## src/rtl/pm_evt_pkg.sv

```systemverilog
package pm_evt_pkg;
  typedef enum logic [1:0] {
    W_EVT = 2'd0,
    W_CTL = 2'd1,
    W_TMR = 2'd2,
    W_APM = 2'd3
  } reg_word_e;

  localparam int unsigned B_TMROF  = 0;
  localparam int unsigned B_PWRBTN = 8;
  localparam int unsigned B_RSM    = 15;
  localparam int unsigned B_SCIEN  = 0;
  localparam int unsigned B_SUSEN  = 13;
  localparam int unsigned SLP_LSB  = 10;

  localparam logic [15:0] SCI_MASK = 16'h0521;  // rtc, pwrbtn, global, tmrof
  localparam logic [15:0] STS_IMPL = 16'h8101;
  localparam logic [7:0]  CMD_ON   = 8'hF1;
  localparam logic [7:0]  CMD_OFF  = 8'hF0;

  function automatic logic [15:0] lane_merge(logic [15:0] old_v, logic [15:0] new_v,
                                             logic [1:0] be);
    return {be[1] ? new_v[15:8] : old_v[15:8], be[0] ? new_v[7:0] : old_v[7:0]};
  endfunction
endpackage

```

## src/rtl/pm_tmr.sv

```systemverilog
module pm_tmr #(
  parameter int unsigned TMR_W = 24
) (
  input  logic             clk_i,
  input  logic             rst_ni,
  input  logic             tick_i,
  output logic [TMR_W-1:0] cnt_o,
  output logic             ovf_o
);
  logic [TMR_W-1:0] cnt_q, cnt_nxt;

  assign cnt_nxt = cnt_q + TMR_W'(1);
  assign ovf_o   = tick_i & (cnt_q[TMR_W-1] ^ cnt_nxt[TMR_W-1]);
  assign cnt_o   = cnt_q;

  always_ff @(posedge clk_i or negedge rst_ni) begin
    if (!rst_ni)     cnt_q <= '0;
    else if (tick_i) cnt_q <= cnt_nxt;
  end


  tmr_step_chk: assert property (@(posedge clk_i) disable iff (!rst_ni)
    tick_i |=> cnt_o == $past(cnt_o) + TMR_W'(1));

  tmr_hold_chk: assert property (@(posedge clk_i) disable iff (!rst_ni)
    !tick_i |=> $stable(cnt_o));
endmodule

```

## src/rtl/pm_apm.sv

```systemverilog
module pm_apm (
  input  logic       clk_i,
  input  logic       rst_ni,
  input  logic       cmd_we_i,
  input  logic       sts_we_i,
  input  logic [7:0] cmd_wdata_i,
  input  logic [7:0] sts_wdata_i,
  input  logic       smi_en_i,
  output logic [7:0] cmd_o,
  output logic [7:0] sts_o,
  output logic       acpi_on_o,
  output logic       acpi_off_o,
  output logic       smi_o
);
  import pm_evt_pkg::*;

  logic [7:0] cmd_q, sts_q;
  logic       smi_q;

  always_ff @(posedge clk_i or negedge rst_ni) begin
    if (!rst_ni) begin
      cmd_q <= '0;
      sts_q <= '0;
      smi_q <= 1'b0;
    end else begin
      if (cmd_we_i) cmd_q <= cmd_wdata_i;
      if (sts_we_i) sts_q <= sts_wdata_i;
      smi_q <= cmd_we_i & smi_en_i;
    end
  end

  assign acpi_on_o  = cmd_we_i & (cmd_wdata_i == CMD_ON);
  assign acpi_off_o = cmd_we_i & (cmd_wdata_i == CMD_OFF);
  assign cmd_o      = cmd_q;
  assign sts_o      = sts_q;
  assign smi_o      = smi_q;


  smi_gate_chk: assert property (@(posedge clk_i) disable iff (!rst_ni)
    smi_o |-> $past(smi_en_i) && $past(cmd_we_i));
endmodule

```

## src/rtl/pm_evt_ctrl.sv

```systemverilog
module pm_evt_ctrl #(
  parameter int unsigned ADDR_W = 4,
  parameter int unsigned TMR_W  = 24
) (
  input  logic              clk_i,
  input  logic              rst_ni,
  input  logic [ADDR_W-1:0] addr_i,
  input  logic              wr_i,
  input  logic [3:0]        be_i,
  input  logic [31:0]       wdata_i,
  output logic [31:0]       rdata_o,
  input  logic              tick_i,
  input  logic              pwrbtn_i,
  input  logic              smi_en_i,
  output logic              sci_o,
  output logic              smi_o,
  output logic              shutdown_o,
  output logic              reset_o
);
  import pm_evt_pkg::*;

  logic [15:0] sts_q, en_q, ctl_q;
  logic [15:0] sts_set, sts_clr, ctl_d;
  logic        shut_q, rst_q;
  logic        hit, wr_evt, wr_ctl, wr_apm, sus_wr, resume;
  logic [2:0]  slp_typ;
  reg_word_e   word;
  logic [TMR_W-1:0] tmr_cnt;
  logic        tmr_ovf, acpi_on, acpi_off;
  logic [7:0]  apm_cmd, apm_sts;

  assign hit    = ((addr_i >> 4) == '0) && (addr_i[1:0] == 2'b00);
  assign word   = reg_word_e'(addr_i[3:2]);
  assign wr_evt = wr_i & hit & (word == W_EVT);
  assign wr_ctl = wr_i & hit & (word == W_CTL);
  assign wr_apm = wr_i & hit & (word == W_APM);

  pm_tmr #(.TMR_W(TMR_W)) i_tmr (
    .clk_i  (clk_i),
    .rst_ni (rst_ni),
    .tick_i (tick_i),
    .cnt_o  (tmr_cnt),
    .ovf_o  (tmr_ovf)
  );

  pm_apm i_apm (
    .clk_i       (clk_i),
    .rst_ni      (rst_ni),
    .cmd_we_i    (wr_apm & be_i[0]),
    .sts_we_i    (wr_apm & be_i[1]),
    .cmd_wdata_i (wdata_i[7:0]),
    .sts_wdata_i (wdata_i[15:8]),
    .smi_en_i    (smi_en_i),
    .cmd_o       (apm_cmd),
    .sts_o       (apm_sts),
    .acpi_on_o   (acpi_on),
    .acpi_off_o  (acpi_off),
    .smi_o       (smi_o)
  );

  // sleep request decode
  assign sus_wr  = wr_ctl & be_i[1] & wdata_i[B_SUSEN];
  assign slp_typ = wdata_i[SLP_LSB +: 3];
  assign resume  = sus_wr & (slp_typ == 3'd1);

  assign sts_clr = wr_evt ? lane_merge(16'h0, wdata_i[15:0], be_i[1:0]) : 16'h0;

  always_comb begin
    sts_set           = '0;
    sts_set[B_TMROF]  = tmr_ovf;
    sts_set[B_PWRBTN] = (pwrbtn_i & en_q[B_PWRBTN]) | resume;
    sts_set[B_RSM]    = resume;
  end

  always_comb begin
    ctl_d = ctl_q;
    if (wr_ctl) begin
      ctl_d          = lane_merge(ctl_q, wdata_i[15:0], be_i[1:0]);
      ctl_d[B_SUSEN] = 1'b0;
    end
    if (acpi_on)  ctl_d[B_SCIEN] = 1'b1;
    if (acpi_off) ctl_d[B_SCIEN] = 1'b0;
  end

  always_ff @(posedge clk_i or negedge rst_ni) begin
    if (!rst_ni) begin
      sts_q  <= '0;
      en_q   <= '0;
      ctl_q  <= '0;
      shut_q <= 1'b0;
      rst_q  <= 1'b0;
    end else begin
      sts_q  <= ((sts_q & ~sts_clr) | sts_set) & STS_IMPL;  // event wins over clear
      if (wr_evt) en_q <= lane_merge(en_q, wdata_i[31:16], be_i[3:2]);
      ctl_q  <= ctl_d;
      shut_q <= sus_wr & (slp_typ == 3'd0);
      rst_q  <= resume;
    end
  end

  assign sci_o      = |(sts_q & en_q & SCI_MASK);
  assign shutdown_o = shut_q;
  assign reset_o    = rst_q;

  always_comb begin
    rdata_o = '0;
    if (hit) begin
      unique case (word)
        W_EVT: rdata_o = {en_q, sts_q};
        W_CTL: rdata_o = {16'h0, ctl_q};
        W_TMR: rdata_o = 32'(tmr_cnt);
        W_APM: rdata_o = {16'h0, apm_sts, apm_cmd};
        default: rdata_o = '0;
      endcase
    end
  end


  pwrbtn_gate_chk: assert property (@(posedge clk_i) disable iff (!rst_ni)
    $rose(sts_q[B_PWRBTN]) |-> $past(en_q[B_PWRBTN]) || reset_o);

  resume_sts_chk: assert property (@(posedge clk_i) disable iff (!rst_ni)
    reset_o |-> sts_q[B_RSM] && sts_q[B_PWRBTN]);

  acpi_on_chk: assert property (@(posedge clk_i) disable iff (!rst_ni)
    acpi_on |=> ctl_q[B_SCIEN]);

  acpi_off_chk: assert property (@(posedge clk_i) disable iff (!rst_ni)
    acpi_off |=> !ctl_q[B_SCIEN]);

  req_excl_chk: assert property (@(posedge clk_i) disable iff (!rst_ni)
    !(shutdown_o && reset_o));

  sci_needs_en_chk: assert property (@(posedge clk_i) disable iff (!rst_ni)
    sci_o |-> (en_q & SCI_MASK) != '0);
endmodule

```

## config.mk

```make
export PLATFORM = sky130hd
export DESIGN_NAME = pm_evt_ctrl
export DESIGN_NICKNAME = d
export VERILOG_FILES = /design/src/rtl/pm_evt_pkg.sv /design/src/rtl/pm_tmr.sv /design/src/rtl/pm_apm.sv /design/src/rtl/pm_evt_ctrl.sv
export SDC_FILE = /design/constraint.sdc
export NUM_CORES = 1
export LEC_CHECK = 0
export BUFFER_PORTS_ARGS = -buffer_cell sky130_fd_sc_hd__buf_2
export CAP_MARGIN = 20
export CORE_MARGIN = 5
export CORE_UTILIZATION = 49
export DETAILED_ROUTE_END_ITERATION = 6
export PLACE_DENSITY = 0.82
export SETUP_SLACK_MARGIN = 0.1
export SLEW_MARGIN = 30
export SYNTH_ARGS = -nofsm -noshare
export SYNTH_HDL_FRONTEND = slang
export SYNTH_SLANG_ARGS = --single-unit
```

## constraint.sdc

```tcl
create_clock -name clk_i -period 1.4 [get_ports clk_i]
set_input_delay 0.21 -clock clk_i [delete_from_list [all_inputs] [get_ports clk_i]]
set_output_delay 0.21 -clock clk_i [all_outputs]
set_load 0.03 [all_outputs]
```

Yosys cells after proc, flatten, opt, wreduce, memory -nomap -nowiden
Index checks and enable logic that the tools add are counted.
{ "word_totals": {"ff_bits": 77, "out_inout_bits": 36} }
{ "classes": {"n_reduce_logical": 11, "n_addsub": 1, "mux": 9, "bitwise": 21, "n_eq_ne": 6} }
{ "ops": {"columns": ["operator", "n"], "rows": [
  ["$pmux 32 s4", 1],
  ["$mux 32", 1],
  ["$add 24x1->24 const B", 1],
  ["$and 16x16->16", 1],
  ["$eq 8x8->1 const B", 2],
  ["$mux 16", 1],
  ["$mux 8", 2],
  ["$not 16->16", 1],
  ["$or 16x16->16", 1],
  ["$and 1x1->1", 15],
  ["$and 9x11->11", 1],
  ["$reduce_and 2->1", 5],
  ["$reduce_bool 3->1", 2],
  ["$eq 2x2->1 const B", 2],
  ["$logic_not 2->1", 2],
  ["$mux 1", 4],
  ["$reduce_or 4->1", 1],
  ["$eq 3x1->1 const B", 1],
  ["$logic_not 3->1", 1],
  ["$eq 2x1->1 const B", 1],
  ["$or 1x1->1", 1],
  ["$xor 1x1->1", 1]
]} }

Depth between registers and ports, before layout
Gate-level depths: netlist of run 1.
{ "depth": {"ltp_word": 8, "depth_mapped": 6, "ltp_nobuf": 5} }

By module
A second synthesis of run 1 with hierarchy kept.
{ "hier_totals": {"hier_cells": 313, "area_unflattened_um2": 3895.0} }
{ "by_module_without_submodules": {"columns": ["module", "cells_each", "seq_area_each_um2", "area_per_inst_um2", "instances"], "rows": [
  ["pm_evt_ctrl", 177, 900.9, 2073.2, 1],
  ["pm_tmr", 95, 600.6, 1153.6, 1],
  ["pm_apm", 41, 425.4, 668.1, 1]
]} }

Worst setup path before layout of run 1
Ideal clock, no wire load.
{ "synth_timing": {"path_kind": "input -> output", "from": "input port addr_i[2]", "to": "output port rdata_o[10]", "arrival_time_ns": 1.446, "path_buffers": 2, "path_stages": 5, "slack_ns": -0.256, "cell_sequence": "buf_2 -> nor2b_1 -> clkbuf_1 -> a22oi_1 -> nor2_1"} }
{ "synth_via": {"elab_chain_cells": 3, "elab_cells_between_ends": 6, "cone_classes": "eq/ne (3); mux (2); reduce/logical (1)"} }
{ "synth_rtl": {"columns": ["item", "line", "rtl"], "rows": [
  ["start: declaration", "pm_evt_ctrl.sv:7", "input logic [ADDR_W-1:0] addr_i,"],
  ["$eq 2x2->1 (tied with other cells)", "pm_evt_ctrl.sv:108", "unique case (word)"],
  ["$pmux 32 s4 *", "pm_evt_ctrl.sv:108", null],
  ["$mux 32 *", "pm_evt_ctrl.sv:107", "if (hit) begin"],
  ["end: declaration", "pm_evt_ctrl.sv:11", "output logic [31:0] rdata_o,"]
]} }
Mark *: on every way between the ends. The rest lies on a longest branch, timed or not.

Final worst setup path of run 1
{ "layout_timing": {"from": "register i_tmr.cnt_q[8] (netlist: i_tmr.cnt_o[8])", "to": "output port rdata_o[8]"} }
{ "layout_via": {"elab_chain_cells": 2} }
{ "layout_rtl": {"columns": ["item", "line", "rtl"], "rows": [
  ["start: declaration", "pm_tmr.sv:10", "logic [TMR_W-1:0] cnt_q, cnt_nxt;"],
  ["start signal: assignment", "pm_tmr.sv:18", "else if (tick_i) cnt_q <= cnt_nxt;"],
  ["$pmux 32 s4", "pm_evt_ctrl.sv:108", null],
  ["$mux 32", "pm_evt_ctrl.sv:107", null]
]} }
Every way passes these cells.

==> results.yml, run 1 <==
timing:
  report.final.slew_viol_count: 0
  clock.fmax_mhz: 563
  finalSetupViolations: 47
  setup_slack_ps: -375
  skew_ps: 5.95
  tightest_slew_ps: 429
  finalCritPeriodShare_pct: 127
  fin_hold_ws_ps: 79.9
  rsz0062_at_grt: "yes"
  hold_viol: 0
  tns_ps: -6830
  timing.max_slew.rel_slack_pct: 71.4
  final.min_clock_period_ps: 1780
grt:
  first_global_vias: 3621
  grt_start_max_net_pins: 37
  antenna_found_initial: 0
  grt_overflow_total: 0
  grt_pass1_wl_um: 19200
  grt_usage_pct: 25.6
cells_and_area:
  fin_nets: 521
  final_cell_mix: "75 x dfrtp_1, 65 x buf_4, 53 x buf_6"
  layout_commonest_cell: "dfrtp_1"
  multiInputGateArea_um2: 2300
  syn_to_final_growth_pct: 61.8
  regArea_um2: 1930
  num_antenna_cells: 0
  drive_above_1_share_pct: 70.8
  fill_cells: 381
logic_synthesis:
  syn_area_um2: 3750
  synth-simple-area-share_pct: 14.7
  synth_fp_nets: 352
  ys_seq_elements: 77
  netlist_instances: 305
  ys_warn_count: 0
  ys_seq_area_share_pct: 51.4
  synth_top_family_by_area: "multiplexers"
  synth-xor-area-share_pct: 5.37
  synthAdderAreaFrac_pct: 0.334
  synthMuxAreaShare_pct: 22.9
  synth_compound_area_share_pct: 3.04
  syn-mean-instance-area_um2: 12.3
  ys_types: 36
outcome:
  violations: "setup timing"
  status: "complete, but fails checks"
floorplan:
  core_area_um2: 7610
  rows: 32
  io_pins: 82
  fp.dieArea_um2: 9500
  die-width_um: 97.5
  die_y_um: 97.5
  initial_core_util_pct: 49.3
place:
  io_buffers: 81
  gp_congestion: 0.815
  dp_hpwl_um: 7000
worst_setup_path:
  max_stage_delay_ps: 480
  arrival_ps: 1570
  startpoint_type: "flop"
  end_kind: "primary output"
  cp_max_fo: 2
  crit_chain: "mux4_2 -> and2_4 -> buf_6"
  slowest_stage: "mux4_2"
  crit_buf_inv: 1
  crit_family: "multiplexers"
  setup.worst_path.class: "flop to primary output"
  worstPathRequired_ps: 1190
power_and_ir_drop:
  pwr-share-clk_pct: 28.5
  power.total_mw: 6.90
  power.switching_mw: 2.01
  p_int_mw: 4.89
  leakage_nw: 2.89
  p_sw_share_pct: 29.1
  p_per_area_nw_per_um2: 1140
  combPwrFrac_pct: 29.8
  peakVddDrop_v: 0.000772
  power.share.sequential_pct: 41.7
clocking:
  cts_root_buffer: "clkbuf_8"
  cts.sink_count: 77
  cts_max_path_buffers: 2
  cts_buffers: 9
  clk_pin_slew_worst_paths_ps: 80
  htreeDepth: 3
  cts_tree: "yes"
  clk_latency_ps: 360
routing:
  avgRoutedWirePerCell_um: 21.2
  drt_first_pass_iters: 4
  antenna_left: 0
  vias: 3224
  drc_errors: 0
  drt_iter0_drc: 151
  vias_per_cell: 5.55
  wl_um: 12300
job:
  drv_cap: 0
min_path:
  hold_path.class: "primary input to flop"
[per-layer routing]
| metal | global-route usage [%] | wire length [um] | vias up |
|---|---|---|---|
| met5 | 0 | 0 | - |
| met4 | 10.9 | 297 | 0 |
| met3 | 6.03 | 764 | 29 |
| met2 | 44.3 | 6560 | 146 |
| met1 | 30.4 | 4690 | 1617 |
| li1 | - | - | 1432 |
[Yosys cell counts, drive strengths merged]
library cell   n  area share, %
and2          11            1.8
dfrtp         77             51
nor3           2           0.57
or4b           1           0.27
nor2b          2           0.33
or3            2           0.33
o21ai          3           0.40
a22oi         12            2.4
xor2           4           0.93
mux2          60             19
and4           2           0.47
ha             1           0.33
inv            4           0.40
nor4           3           0.90
clkbuf         7           0.73
nor2          28            2.9
nand3         15            2.3
xnor2         19            4.4
nand4         11            2.0
mux4           3            1.8
or2            2           0.33
and4b          1           0.27
a22o           1           0.23
and3           5           0.83
mux2i          9            2.4
buf            6            1.1
nand2         14            1.4
[state kept, by name, indices dropped and copies added (netlist names)]
register and count:
ctl_q 15, en_q 16, i_apm.cmd_o 8, i_apm.smi_o 1
i_apm.sts_o 8, i_tmr.cnt_o 24, reset_o 1, shutdown_o 1
sts_q 3
[area by class of cell]
type,instances,share of cell area (%)
multi-input cells,211,37.9
flip-flops and latches,77,31.8
repair buffers,171,24.1
clock buffers,11,2.50
well taps,102,2.10
clock inverters,5,1.34
inverters,4,0.247
[power groups by stage]
stage,clock network (mW),registers (mW),logic (mW)
finish,1.96,2.88,2.06
floorplan,0,2.81,0.799
global route,2.08,2.91,2.18
detailed placement,0,2.86,1.30
CTS,1.96,2.83,1.81
global placement,0,2.83,1.26
[cell families (layout without fill, tap and decap cells)]
group	count (synthesis)	count (layout)
mux	72	72
simple gates	99	99
compound gates	16	16
buf+inv	17	191
flops	77	77
xor+xnor	23	23
fa+ha+maj	1	1
[worst paths after layout]
| check | startpoint | end | slack (ps) | depth (start not counted) |
|---|---|---|---|---|
| max in group asynchronous | rst_ni | i_tmr.cnt_o[8] | 520 | 3 |
| min reg2reg | ctl_q[0] | ctl_q[0] | 510 | 1 |
| min in group asynchronous | rst_ni | ctl_q[5] | 320 | 2 |
| max reg2reg | i_tmr.cnt_o[0] | i_tmr.cnt_o[10] | -210 | 8 |
| min | wdata_i[17] | en_q[1] | 80 | 2 |
| max | i_tmr.cnt_o[8] | rdata_o[8] | -380 | 3 |
[stage by stage]
step           utilization, %  setup WS (ps)  cells  instance area, um^2
3_5_place_dp             63.2           -423    524                 4810
3_3_place_gp             63.2           -347    524                 4810
6_report                 79.8           -375    581                 6070
4_1_cts                  76.9           -328    577                 5850
5_1_grt                  79.8           -408    581                 6070
2_1_floorplan               -          -66.0    305                 3940
[timing repair]
action                                 in CTS  in global routing
gates cloned                                1                  0
endpoints found under the hold margin      14                  0
setup buffers                              35                  9
setup endpoints to repair                  88                 73
resized for setup                         145                 41
hold buffers                                1                  0
pin swaps                                  44                 32
(Power assumes the default switching activity.)
==> run 2, diff against run 1 <==
--- a/config.mk
+++ b/config.mk
@@ -8,9 +8,10 @@
 export BUFFER_PORTS_ARGS = -buffer_cell sky130_fd_sc_hd__buf_2
 export CAP_MARGIN = 20
 export CORE_MARGIN = 5
-export CORE_UTILIZATION = 49
+export CORE_UTILIZATION = 54
 export DETAILED_ROUTE_END_ITERATION = 6
-export PLACE_DENSITY = 0.82
+export PLACE_DENSITY = 0.85
+export REMOVE_ABC_BUFFERS = 1
 export SETUP_SLACK_MARGIN = 0.1
 export SLEW_MARGIN = 30
 export SYNTH_ARGS = -nofsm -noshare
==> constraint.sdc (replaced) <==
create_clock -name clk_i -period 1.95 [get_ports clk_i]
set_input_delay 0.2925 -clock clk_i [delete_from_list [all_inputs] [get_ports clk_i]]
set_output_delay 0.2925 -clock clk_i [all_outputs]
set_load 0.03 [all_outputs]
==> run 2 against run 1 <==
The flow now finishes without violations. Global-route usage decreased by 4.9 points. Non-clock buffer count shrank 70. Sequential cell count stayed put. Critical endpoint is now rdata_o[0]. First-iteration DRC count is 11% lower. Sequential share of layout area increased by 10 points. Die area decreased by 8.3%.
==> results.yml, run 2 (synthesized netlist as in run 1, its figures left out) <==
outcome:
  status: "finished clean"
clocking:
  cts.sink_count: 77
  htreeDepth: 3
  cts_buffers: 9
  cts_root_buffer: "clkbuf_8"
  clk_pin_slew_worst_paths_ps: 80
  clk_latency_ps: 340
  cts_max_path_buffers: 2
  cts_tree: "yes"
power_and_ir_drop:
  p_per_area_nw_per_um2: 866
  leakage_nw: 2.29
  peakVddDrop_v: 0.000364
floorplan:
  fp.dieArea_um2: 8710
  core_area_um2: 6790
  io_pins: 82
  die_y_um: 93.3
  rows: 30
  initial_core_util_pct: 55.2
  die-width_um: 93.3
routing:
  wl_um: 8650
  vias_per_cell: 5.45
  drt_iter0_drc: 134
  drt_first_pass_iters: 4
  antenna_left: 0
  vias: 2751
  drc_errors: 0
  avgRoutedWirePerCell_um: 17.1
worst_setup_path:
  cp_max_fo: 3
  startpoint_type: "flop"
  setup.worst_path.class: "flop to primary output"
  worstPathRequired_ps: 1660
  end_kind: "primary output"
  arrival_ps: 1520
timing:
  rsz0062_at_grt: "yes"
  skew_ps: 7.27
  finalSetupViolations: 0
  tightest_slew_ps: 490
  setup_slack_ps: 135
  clock.fmax_mhz: 551
  finalCritPeriodShare_pct: 93.1
  tns_ps: 0
  report.final.slew_viol_count: 0
  timing.max_slew.rel_slack_pct: 67.1
  final.min_clock_period_ps: 1820
  hold_viol: 0
place:
  gp_congestion: 0.801
  post-place-ws_ps: 19.3
  dp_hpwl_um: 6300
  dpl-instance-area_um2: 4330
  io_buffers: 81
min_path:
  hold_path.class: "primary input to flop"
grt:
  first_global_vias: 2838
  antenna_found_initial: 0
  grt_usage_pct: 20.7
  grt_start_max_net_pins: 45
  grt_overflow_total: 0
  grt_pass1_wl_um: 14100
job:
  drv_cap: 0
cells_and_area:
  regArea_um2: 1930
  final_util_pct: 67.7
  multiInputGateArea_um2: 1750
  final_cell_mix: "76 x buf_2, 75 x dfrtp_1, 53 x mux2_2"
  num_antenna_cells: 0
  fin_nets: 451
  fill_cells: 484
  syn_to_final_growth_pct: 22.6
  fin_area_um2: 4600
  layout_commonest_cell: "buf_2"
  drive_above_1_share_pct: 46.2
  largest_reg_flops: 24
[run 2: changes by cell type in the layout (fill, tap and decap cells not counted), sizes merged]
cell / before / now
buf: 170 / 100
clkinv: 1 / 3
bufinv: 2 / 1
clkbuf: 11 / 12
clkinvlp: 1 / 0
inv: 5 / 4
[run 2: layer usage]
metal	GRT usage [%]	routed length (um)	vias up
li1	-	-	1287
met1	27.2	3710	1372
met2	34.2	4360	81
met3	4.18	447	11
met4	7.08	140	0
met5	0	0	-
[run 2: layout make-up]
type | instances | share of cell area (%)
clock inverter | 4 | 1.06
sequential | 77 | 42.0
timing repair buffer | 101 | 12.9
tap | 96 | 2.61
clock buffer | 12 | 2.94
inverter | 4 | 0.327
multi-input combinational | 211 | 38.2
[run 2: per-stage QoR]
step / cells / power [mW] / hold slack [ps]
finish: 505 / 3.98 / 172
global route: 505 / 4.20 / 167
CTS: 503 / 3.98 / 163
detailed placement: 483 / 2.82 / 263
global placement: 483 / 2.76 / 262
floorplan: 292 / 2.52 / -3.09
[run 2: timing repair]
item | 4_1_cts | 5_1_grt
buffers inserted | 3 | 2
setup endpoints to repair | 6 | 5
resized for setup | 2 | 13
hold endpoints to repair | 33 | 0
hold buffers | 1 | 0
pin swaps | 0 | 2
[run 2: worst paths after layout]
path | from | to | slack (ps) | cells past startpoint
max in group asynchronous | rst_ni | i_apm.cmd_o[4] | 940 | 3
worst min-delay path | wdata_i[30] | en_q[14] | 170 | 2
worst min register to register | i_tmr.cnt_o[21] | i_tmr.cnt_o[21] | 500 | 1
worst max-delay path | sts_q[0] | rdata_o[0] | 130 | 3
worst max register to register | i_tmr.cnt_o[7] | i_tmr.cnt_o[18] | 220 | 4
min in group asynchronous | rst_ni | en_q[14] | 420 | 2
[run 2: power by group]
group / total [mW] / internal (mW) / leakage (nW) / switching, mW
sequential: 2.05 / 1.86 / 1.00 / 0.193
combinational: 0.777 / 0.430 / 1.20 / 0.347
clock: 1.15 / 0.592 / 0.0943 / 0.563
total: 3.98 / 2.88 / 2.29 / 1.10
[run 2: critical path, stage by stage, from the launching register on]
cell and delay [ps]:
dfrtp_1 410, mux4_2 470, and2_4 180, buf_6 130
